===== src/rtl/ipc_doorbell_pkg.sv =====
package ipc_doorbell_pkg;

  localparam int OFFS_W   = 8;
  localparam int NUM_WORD = 8;
  localparam int WIDX_W   = $clog2(NUM_WORD);

  localparam logic [OFFS_W-1:0] OFF_BUSY  = 8'h04;
  localparam logic [OFFS_W-1:0] OFF_START = 8'h08;
  localparam logic [OFFS_W-1:0] OFF_BELL  = 8'h0C;
  localparam logic [OFFS_W-1:0] OFF_STAT  = 8'h10;
  localparam logic [OFFS_W-1:0] OFF_ACK   = 8'h14;
  localparam logic [OFFS_W-1:0] OFF_MASK0 = 8'h18;
  localparam logic [OFFS_W-1:0] OFF_MASK1 = 8'h1C;

  localparam logic [3:0] SCR_NIB_LO = 4'h2;
  localparam logic [3:0] SHD_NIB_LO = 4'h3;
  localparam logic [3:0] SCR_NIB_HI = 4'h5;
  localparam logic [3:0] SHD_NIB_HI = 4'h6;

  typedef enum logic [2:0] {
    RD_NONE,
    RD_BUSY,
    RD_START,
    RD_STAT,
    RD_MASK0,
    RD_MASK1,
    RD_SCR,
    RD_SHD
  } rdSel_e;

  typedef struct packed {
    logic              wrBusy;
    logic              wrStart;
    logic              wrBell;
    logic              wrAck;
    logic              wrMask0;
    logic              wrMask1;
    logic              wrScr;
    logic [WIDX_W-1:0] idx;
    rdSel_e            rdSel;
  } dpStrobe_t;

endpackage


===== src/rtl/ipc_doorbell_ctrl.sv =====
module ipc_doorbell_ctrl
  import ipc_doorbell_pkg::*;
(
  input  logic              busSel,
  input  logic              busWrite,
  input  logic [OFFS_W-1:0] busAddr,
  output dpStrobe_t         stb
);

  logic wrEn;
  logic aligned;
  logic [3:0] nib;

  assign wrEn    = busSel & busWrite;
  assign aligned = (busAddr[1:0] == 2'b00);
  assign nib     = busAddr[7:4];

  always_comb begin
    stb       = '0;
    stb.rdSel = RD_NONE;
    stb.idx   = {busAddr[6], busAddr[3:2]};
    case (busAddr)
      OFF_BUSY:  begin stb.rdSel = RD_BUSY;  stb.wrBusy  = wrEn; end
      OFF_START: begin stb.rdSel = RD_START; stb.wrStart = wrEn; end
      OFF_BELL:  begin stb.wrBell = wrEn; end
      OFF_STAT:  begin stb.rdSel = RD_STAT; end
      OFF_ACK:   begin stb.wrAck = wrEn; end
      OFF_MASK0: begin stb.rdSel = RD_MASK0; stb.wrMask0 = wrEn; end
      OFF_MASK1: begin stb.rdSel = RD_MASK1; stb.wrMask1 = wrEn; end
      default: begin
        if (aligned && (nib == SCR_NIB_LO || nib == SCR_NIB_HI)) begin
          stb.rdSel = RD_SCR;
          stb.wrScr = wrEn;
        end else if (aligned && (nib == SHD_NIB_LO || nib == SHD_NIB_HI)) begin
          stb.rdSel = RD_SHD;
        end
      end
    endcase
  end

endmodule


===== src/rtl/ipc_doorbell_dp.sv =====
module ipc_doorbell_dp
  import ipc_doorbell_pkg::*;
#(
  parameter int                DATA_W    = 32,
  parameter int                NUM_CH    = 8,
  parameter logic [NUM_CH-1:0] MASK0_RST = 'h82
) (
  input  logic              clk,
  input  logic              rstN,
  input  dpStrobe_t         stb,
  input  logic [DATA_W-1:0] busWdata,
  output logic [DATA_W-1:0] busRdata,
  output logic              hostIrq,
  output logic              remIrq,
  output logic              bellValid,
  output logic [7:0]        bellChan,
  output logic [NUM_CH-1:0] remBusy,
  output logic [NUM_CH-1:0] pendVec,
  input  logic [NUM_CH-1:0] remBusyClr,
  input  logic              remSetValid,
  input  logic [7:0]        remSetChan,
  input  logic              remShadowWe,
  input  logic [WIDX_W-1:0] remShadowIdx,
  input  logic [DATA_W-1:0] remShadowData,
  input  logic [WIDX_W-1:0] remScratchIdx,
  output logic [DATA_W-1:0] remScratchData,
  output logic [DATA_W-1:0] remStart
);

  localparam int CHW = (NUM_CH > 1) ? $clog2(NUM_CH) : 1;

  logic [NUM_CH-1:0] pendQ, busyQ, mask0Q, mask1Q;
  logic [NUM_CH-1:0] wrBits, setHot, ackMask, busySet;
  logic [DATA_W-1:0] startQ;
  logic              bellValidQ;
  logic [7:0]        bellChanQ;
  logic [DATA_W-1:0] scrQ [NUM_WORD];
  logic [DATA_W-1:0] shdQ [NUM_WORD];

  assign wrBits = busWdata[NUM_CH-1:0];

  always_comb begin
    setHot = '0;
    if (remSetValid && (int'(remSetChan) < NUM_CH)) setHot[remSetChan[CHW-1:0]] = 1'b1;
  end

  assign ackMask = stb.wrAck  ? wrBits : '0;
  assign busySet = stb.wrBusy ? wrBits : '0;

  always_ff @(posedge clk) begin
    if (!rstN) begin
      pendQ  <= '0;
      busyQ  <= '0;
      mask0Q <= MASK0_RST;
      mask1Q <= '0;
      startQ <= '0;
    end else begin
      pendQ <= (pendQ & ~ackMask) | setHot;
      busyQ <= (busyQ & ~remBusyClr) | busySet;
      if (stb.wrMask0) mask0Q <= wrBits;
      if (stb.wrMask1) mask1Q <= wrBits;
      if (stb.wrStart) startQ <= busWdata;
    end
  end

  always_ff @(posedge clk) begin
    if (!rstN) begin
      bellValidQ <= 1'b0;
      bellChanQ  <= '0;
    end else begin
      bellValidQ <= stb.wrBell;
      if (stb.wrBell) bellChanQ <= busWdata[7:0];
    end
  end

  for (genvar g = 0; g < NUM_WORD; g++) begin : gWord
    always_ff @(posedge clk) begin
      if (!rstN) begin
        scrQ[g] <= '0;
        shdQ[g] <= '0;
      end else begin
        if (stb.wrScr && stb.idx == WIDX_W'(g)) scrQ[g] <= busWdata;
        if (remShadowWe && remShadowIdx == WIDX_W'(g)) shdQ[g] <= remShadowData;
      end
    end
  end

  always_comb begin
    busRdata = '0;
    case (stb.rdSel)
      RD_BUSY:  busRdata[NUM_CH-1:0] = busyQ;
      RD_START: busRdata = startQ;
      RD_STAT:  busRdata[NUM_CH-1:0] = pendQ;
      RD_MASK0: busRdata[NUM_CH-1:0] = mask0Q;
      RD_MASK1: busRdata[NUM_CH-1:0] = mask1Q;
      RD_SCR:   busRdata = scrQ[stb.idx];
      RD_SHD:   busRdata = shdQ[stb.idx];
      default:  busRdata = '0;
    endcase
  end

  assign hostIrq        = |(pendQ & mask0Q);
  assign remIrq         = |(busyQ & mask1Q);
  assign bellValid      = bellValidQ;
  assign bellChan       = bellChanQ;
  assign remBusy        = busyQ;
  assign pendVec        = pendQ;
  assign remStart       = startQ;
  assign remScratchData = scrQ[remScratchIdx];

endmodule


===== src/rtl/ipc_doorbell.sv =====
module ipc_doorbell
  import ipc_doorbell_pkg::*;
#(
  parameter int                DATA_W    = 32,
  parameter int                NUM_CH    = 8,
  parameter logic [NUM_CH-1:0] MASK0_RST = 'h82
) (
  input  logic              clk,
  input  logic              rstN,
  input  logic              busSel,
  input  logic              busWrite,
  input  logic [7:0]        busAddr,
  input  logic [DATA_W-1:0] busWdata,
  output logic [DATA_W-1:0] busRdata,
  output logic              hostIrq,
  output logic              bellValid,
  output logic [7:0]        bellChan,
  output logic [NUM_CH-1:0] remBusy,
  output logic              remIrq,
  input  logic [NUM_CH-1:0] remBusyClr,
  input  logic              remSetValid,
  input  logic [7:0]        remSetChan,
  input  logic              remShadowWe,
  input  logic [2:0]        remShadowIdx,
  input  logic [DATA_W-1:0] remShadowData,
  input  logic [2:0]        remScratchIdx,
  output logic [DATA_W-1:0] remScratchData,
  output logic [DATA_W-1:0] remStart
);

  dpStrobe_t         stb;
  logic [NUM_CH-1:0] pendVec;

  ipc_doorbell_ctrl u_ctrl (
    .busSel  (busSel),
    .busWrite(busWrite),
    .busAddr (busAddr),
    .stb     (stb)
  );

  ipc_doorbell_dp #(
    .DATA_W   (DATA_W),
    .NUM_CH   (NUM_CH),
    .MASK0_RST(MASK0_RST)
  ) u_dp (
    .clk           (clk),
    .rstN          (rstN),
    .stb           (stb),
    .busWdata      (busWdata),
    .busRdata      (busRdata),
    .hostIrq       (hostIrq),
    .remIrq        (remIrq),
    .bellValid     (bellValid),
    .bellChan      (bellChan),
    .remBusy       (remBusy),
    .pendVec       (pendVec),
    .remBusyClr    (remBusyClr),
    .remSetValid   (remSetValid),
    .remSetChan    (remSetChan),
    .remShadowWe   (remShadowWe),
    .remShadowIdx  (remShadowIdx),
    .remShadowData (remShadowData),
    .remScratchIdx (remScratchIdx),
    .remScratchData(remScratchData),
    .remStart      (remStart)
  );

endmodule


===== config.mk =====
export PLATFORM = sky130hd
export DESIGN_NAME = ipc_doorbell
export DESIGN_NICKNAME = d
export VERILOG_FILES = /design/src/rtl/ipc_doorbell_pkg.sv /design/src/rtl/ipc_doorbell_ctrl.sv /design/src/rtl/ipc_doorbell_dp.sv /design/src/rtl/ipc_doorbell.sv
export SDC_FILE = /design/constraint.sdc
export NUM_CORES = 1
export LEC_CHECK = 0
export CORE_ASPECT_RATIO = 0.8
export CORE_MARGIN = 2
export CORE_UTILIZATION = 45
export CTS_CLUSTER_DIAMETER = 120
export DETAILED_ROUTE_END_ITERATION = 8
export PLACE_DENSITY = 0.73
export RECOVER_POWER = 50
export REMOVE_ABC_BUFFERS = 1
export SLEW_MARGIN = 25
export SYNTH_ARGS = -nofsm -noshare
export SYNTH_HDL_FRONTEND = slang
export SYNTH_SLANG_ARGS = --single-unit
export TNS_END_PERCENT = 30

===== constraint.sdc =====
create_clock -name clk -period 4.6 [get_ports clk]
set_input_delay 0.46 -clock clk [delete_from_list [all_inputs] [get_ports clk]]
set_output_delay 0.46 -clock clk [all_outputs]
set_load 0.05 [all_outputs]

==> results by group, run 1 <==
Timing
  – Worst-Margin Slew: 2.50 ns
  – Final Skew: 0 ns
  – Hold Slack: 0.376 ns
  – Fin. max-slew vios: 358
  – Achievable frequency: 241 MHz
  – Final setup viols: 0
  – Final period utilization: 0.901
  – RSZ-0062 raised after global routing: no
  – Final worst setup slack: 0.454 ns
  – Relative slew margins: -0.664
  – Min cycle time layout: 4.15 ns
  – Final hold violation count: 0

Place
  – Dpl hpwl: 52.2 mm
  – Port Buf Inserts: 214
  – RePlAce Congestion: 0.907
  – Dpl ws: 0.443 ns

Routing
  – DR WL met2: 38.4 mm
  – Top Metal Used: met5
  – Post-route antenna net violation count: 0
  – WL met3: 8.55 mm
  – Post-route DRC: 0
  – Drt first pass iters: 5
  – Vias per cell: 6.02
  – Initial DRC count: 2181
  – WL final: 83.6 mm
  – Drt wl/cell: 26.9 µm
  – Vias: 18700
  – M1 WL: 33.5 mm

Pwr
  – PD cells: 363 nW/µm²
  – Worst VDD drop: 0.319 mV
  – Leak Pwr: 0.0117 µW
  – Pwr Total: 12300 µW

Logic synthesis
  – Post-Syn Area: 28200 µm²
  – Cell taking the most area after synthesis: edfxtp_1
  – Post-synthesis sequential area ratio: 0.596
  – Syn avg cell area: 14.0 µm²
  – Synth top area cells: edfxtp_1, and2_1, mux4_2
  – Synthesis-stage register bit count: 585
  – Synth warnings: 0
  – Post-synth top cells: and2_1, edfxtp_1, mux4_2
  – Async SR Flop Fraction: 0
  – Post-synthesis cell count: 2022
  – Post-synthesis cell type count: 47
  – Synth Flop Type: edfxtp_1
  – Synth top area share: 0.544
  – EDFF count, synth: 512

Clocking
  – Max clock buf depth: 3
  – Clock Pin Slew Worst Setup and Hold Paths: 0.06 ns
  – CTS tree: yes
  – H-tree Lvls: 2
  – Post-CTS Hold Buffers: 0
  – Post-CTS Setup Inserts: 0
  – # clock sinks: 585
  – Root Buffer: clkbuf_16
  – TritonCTS Buffers: 58
  – Worst skew pair latency: 0.62 ns
  – Cts repair resizes: 0

Floorplanning
  – Die height: 228 µm
  – DIE WIDTH: 284 µm
  – Initial Util: 0.453
  – Site Rows: 82
  – Die area: 64800 µm²
  – Boundary pin count: 215
  – Core area: 62400 µm²

Global routing
  – Antenna violations before repair: 11
  – Number of global-route vias before repair: 18800
  – First-pass GRT wire length: 123 mm
  – Grt ovf: 0
  – Largest net degree at the start of global routing: 66
  – Overall routing resource usage: 0.256

Setup path
  – Crit-path max FO: 24
  – CP startpoint kind: input pin
  – Worst Setup Path Type: in2out
  – Type of destination of the critical path: output pin
  – CP arrival: 3.69 ns
  – Reg2Reg Setup Slack: 3.63 ns
  – Worst Path Required: 4.14 ns

Cells and area
  – Layout cells sized above 1: 0.184
  – # nets final: 2308
  – Synth-to-layout area growth: 19.5%
  – Fillers: 5161

Outcome
  – Failing checks: max-capacitance violations, max-slew violations
  – Status: complete, but fails checks

Job
  – Max_cap viols: 14

Worst hold path
  – Worst min-delay path class: in2reg
sequential cells by signal, summed over array words and instances, names as in the netlist:
| register | count |
|---|---|
| u_dp.bellChan | 8 |
| u_dp.bellValid | 1 |
| u_dp.mask0Q | 8 |
| u_dp.mask1Q | 8 |
| u_dp.pendVec | 8 |
| u_dp.remBusy | 8 |
| u_dp.remStart | 32 |
| u_dp.scrQ | 256 |
| u_dp.shdQ | 256 |
final timing paths:
kind | to | cells past startpoint | from
worst min register to register | u_dp.remStart[13] | 2 | u_dp.remStart[13]
worst max-delay path | busRdata[21] | 7 | busAddr[6]
worst max register to register | u_dp.remBusy[7] | 3 | u_dp.remBusy[7]
worst min-delay path | u_dp.mask0Q[1] | 2 | rstN
placed cells by master, fill, tap and decap left out, types with 4 or more instances in the layout:
cell	count
nor3_1	5
clkinv_2	11
a22o_1	30
mux4_2	140
clkinv_1	9
dfxtp_1	73
buf_12	38
edfxtp_1	512
nor2_1	52
nand4_1	4
o21ai_2	4
diode_2	8
nand2_1	115
o21ai_4	11
o22ai_1	23
o2bb2ai_1	11
and2_0	130
a211oi_1	8
and2_1	382
nand2b_1	8
clkbuf_1	29
nor4_2	4
a21oi_1	47
a221oi_1	14
mux2_2	55
o221ai_1	4
buf_4	49
clkbuf_2	5
clkbuf_8	5
a22oi_1	47
clkbuf_16	62
o211ai_1	32
nor2_2	5
clkdlybuf4s50_1	123
or2_2	4
mux2i_1	93
nor2b_1	11
dlygate4sd3_1	53
per-stage QoR:
stage	TNS [ns]	utilization	area, µm²	std cells
after floorplan	-134.61	-	27600	1864
after global placement	0	0.512	32000	2988
after detailed placement	0	0.512	32000	2988
after CTS	0	0.543	33900	3097
after global routing	0	0.541	33800	3103
final	0	0.541	33800	3105
power breakdown:
| group | switching, µW | internal [µW] |
|---|---|---|
| Combinational | 787 | 530 |
| Sequential | 102 | 6040 |
| Clock | 2090 | 2720 |
metal layers:
layer	GRT usage	vias to the layer above
li1	-	7966
met1	0.355	9529
met2	0.393	1040
met3	0.0606	157
met4	0.0992	8
met5	0	-
kinds of logic (layout without fill, tap and decap cells):
| logic type | after synthesis | count (layout) | synth area share |
|---|---|---|---|
| flip-flops | 585 | 585 | 0.596 |
| multiplexers | 288 | 288 | 0.167 |
| other | 0 | 8 | 0 |
| buffers and inverters | 160 | 395 | 0.0231 |
| AND/OR/NAND/NOR | 745 | 745 | 0.153 |
| AO/OA/AOI/OAI | 244 | 244 | 0.0613 |
critical path, cell delays in order:
cell and delay [ns]:
dlygate4sd3_1 1.08, or4_1 0.61, nor2_2 0.24, buf_12 0.23
a22oi_1 0.52, o211ai_1 0.29, buf_12 0.23
cell type report:
type	instances	area (µm²)	share of cell area
Sequential cell	585	16800	0.499
Antenna cell	8	20.0	0.000593
Clock inverter	27	243	0.00719
Multi-Input combinational cell	1277	10900	0.324
Inverter	2	7.51	0.000222
Tap cell	840	1050	0.0311
Clock buffer	82	1680	0.0496
Timing Repair Buffer	284	2990	0.0885
No activity file was read; power rests on OpenSTA's default activity.
==> inputs of run 2 (changes only) <==
- ABC_AREA: not set -> 1
==> results by group, run 2 <==
Global routing
  – Overall routing resource usage: 0.275 (+0.0189)
  – Number of global-route vias before repair: 23900 (+27%)
  – Grt ovf: 0 (unchanged)
  – Largest net degree at the start of global routing: 109 (+65%)
  – Antenna violations before repair: 4 (-7)
  – First-pass GRT wire length: 140 mm (+14%)

Logic synthesis
  – Synth Flop Type: edfxtp_1
  – Synth top area cells: edfxtp_1, nor2_1, nand2_1
  – Top-count cell post-synth: nor2_1
  – Syn avg cell area: 8.23 µm² (-41%)
  – Post-synthesis cell type count: 28 (-40%)
  – Synth warnings: 0 (unchanged)
  – Async SR Flop Fraction: 0 (unchanged)
  – Cell taking the most area after synthesis: edfxtp_1
  – Post-Syn Area: 29000 µm² (+2.7%)
  – Synth top area share: 0.530 (-0.0145)
  – Post-synthesis sequential area ratio: 0.580 (-0.0159)
  – Synthesis-stage register bit count: 585 (unchanged)
  – Post-synth top cells: nor2_1, nand2_1, edfxtp_1
  – EDFF count, synth: 512 (unchanged)
  – Post-synthesis cell count: 3528 (+74%)

Cells and area
  – Fillers: 5724 (+11%)
  – Synth-to-layout area growth: 18.4%
  – Layout cells sized above 1: 0.0610 (-0.123)
  – Commonest non-fill, non-tap cells in the layout: nor2_1, nand2_1, edfxtp_1
  – Commonest non-fill, non-tap cell in the layout: nor2_1
  – Storage cell area: 16800 µm² (unchanged)
  – # nets final: 3758 (+63%)
  – Multi-input logic area: 9870 µm² (-9.8%)

Floorplanning
  – Die area: 66600 µm² (+2.7%)
  – Die height: 231 µm (+1.3%)
  – Core area: 64000 µm² (+2.6%)
  – Boundary pin count: 215 (unchanged)
  – Initial Util: 0.454 (+0.000841)
  – DIE WIDTH: 288 µm (+1.3%)
  – Site Rows: 83 (+1.2%)

Place
  – Dpl hpwl: 55.9 mm (+7.0%)
  – Dpl ws: 0.958 ns (+0.515 ns)
  – Port Buf Inserts: 214 (unchanged)
  – RePlAce Congestion: 0.896 (-1.2%)

Routing
  – Drt first pass iters: 6 (+1)
  – Post-route DRC: 0 (unchanged)
  – Vias: 25100 (+34%)
  – Drt wl/cell: 20.3 µm (-25%)
  – WL final: 92.6 mm (+11%)
  – Post-route antenna net violation count: 0 (unchanged)
  – Vias per cell: 5.51 (-8.6%)
  – Initial DRC count: 3674 (+68%)

Clocking
  – CTS tree: yes
  – Clock Pin Slew Worst Setup and Hold Paths: 0.06 ns (about the same)
  – Cts repair resizes: 0 (unchanged)
  – Post-CTS Setup Inserts: 0 (unchanged)
  – Worst skew pair latency: 0.61 ns (about the same)
  – # clock sinks: 585 (unchanged)
  – TritonCTS Buffers: 57 (-1.7%)
  – H-tree Lvls: 2 (unchanged)
  – Max clock buf depth: 3 (unchanged)
  – Root Buffer: clkbuf_16
  – Post-CTS Hold Buffers: 0 (unchanged)

Timing
  – Min cycle time layout: 4.05 ns (-0.0930 ns)
  – Final setup viols: 0 (unchanged)
  – Relative slew margins: -0.738 (-0.0743)
  – Final worst setup slack: 0.547 ns (+0.0930 ns)
  – Worst-Margin Slew: 2.61 ns (+0.111 ns)
  – Fin. max-slew vios: 564 (+58%)
  – RSZ-0062 raised after global routing: no
  – Achievable frequency: 247 MHz (+2.3%)
  – Final Skew: 0 ns (unchanged)
  – Final hold violation count: 0 (unchanged)
  – Final period utilization: 0.881 (-0.0202)

Setup path
  – Critical Path Start: busAddr[2]
  – Worst Path Required: 4.87 ns (+0.73 ns)
  – CP max stage cell: o21ai_0
  – Reg2Reg Setup Slack: 3.69 ns (+0.06 ns)
  – Crit path largest cell delay: 1.61 ns (+0.53 ns)
  – Crit-path max FO: 49 (+100%)
  – Crit-path cells: buf_4, inv_1, buf_4, nand2_2, buf_4, o21ai_0, buf_4
  – CP startpoint kind: input pin
  – Crit-path most repeated cell: buf_4
  – CP arrival: 4.32 ns (+0.63 ns)
  – Worst Setup Path Type: in2reg
  – R2r startpoint: u_dp.remBusy[6]
  – Type of destination of the critical path: flip-flop

Pwr
  – Pwr Total: 12400 µW (+1.1%)
  – Worst VDD drop: 0.274 mV (-14%)
  – PD cells: 361 nW/µm² (-0.58%)
  – Leak Pwr: 0.0145 µW (+24%)

Worst hold path
  – Min-delay src: rstN
  – Worst min-delay path class: in2reg

Outcome
  – Failing checks: max-capacitance violations, max-slew violations
  – Status: complete, but fails checks

Job
  – Max_cap viols: 19 (+5)
run 2: metrics by stage:
step	instance area, µm²	utilization	setup TNS [ns]	hold slack, ns	std cells
2_1_floorplan	28100	-	-24.75	0.436	3319
3_3_place_gp	32600	0.509	0	0.449	4449
3_5_place_dp	32600	0.509	0	0.453	4449
4_1_cts	34500	0.539	0	0.386	4555
5_1_grt	34300	0.537	0	0.416	4559
6_report	34300	0.537	0	0.391	4559
run 2: final cells by class:
type                       count  share of cell area
sequential                   585               0.490
multi-input combinational   2332               0.287
timing repair buffer         280              0.0922
clock buffer                  80              0.0477
inverter                     402              0.0440
tap                          850              0.0310
clock inverter                26             0.00736
antenna                        4            0.000291
run 2: path summary, 6_finish.rpt:
check,endpoint,cells after the start
hold reg to reg,u_dp.mask1Q[6],2
setup / recovery,u_dp.scrQ[2][23],7
hold / removal,u_dp.bellChan[5],3
setup reg to reg,u_dp.remBusy[6],3
run 2: critical path: cells and delay by family:
| kind | cells | cell delay, ns |
|---|---|---|
| buffers and inverters | 5 | 2.05 |
| AO/OA/AOI/OAI | 1 | 1.61 |
| AND/OR/NAND/NOR | 1 | 0.11 |
run 2: per-layer routing:
metal	routed length (µm)	track usage
met2	41000	0.423
met3	11800	0.0572
met4	3640	0.113
met1	36100	0.380
met5	0	0
run 2: where the power goes:
| part | total (µW) | internal, µW | switching, µW |
|---|---|---|---|
| Clock | 4810 | 2750 | 2050 |
| Sequential | 6130 | 6040 | 93.2 |
| Combinational | 1470 | 451 | 1020 |
| Total | 12400 | 9250 | 3160 |
run 2: logic make-up (layout without fill, tap and decap cells):
family                 Yosys count  after routing  synth area share
muxes                            1              1          0.000345
DFF                            585            585             0.580
and+or+nand+nor               1893           1893             0.260
AOI/OAI and AO/OA              438            438            0.0776
buffers and inverters          611            788            0.0820
other                            0              4                 0
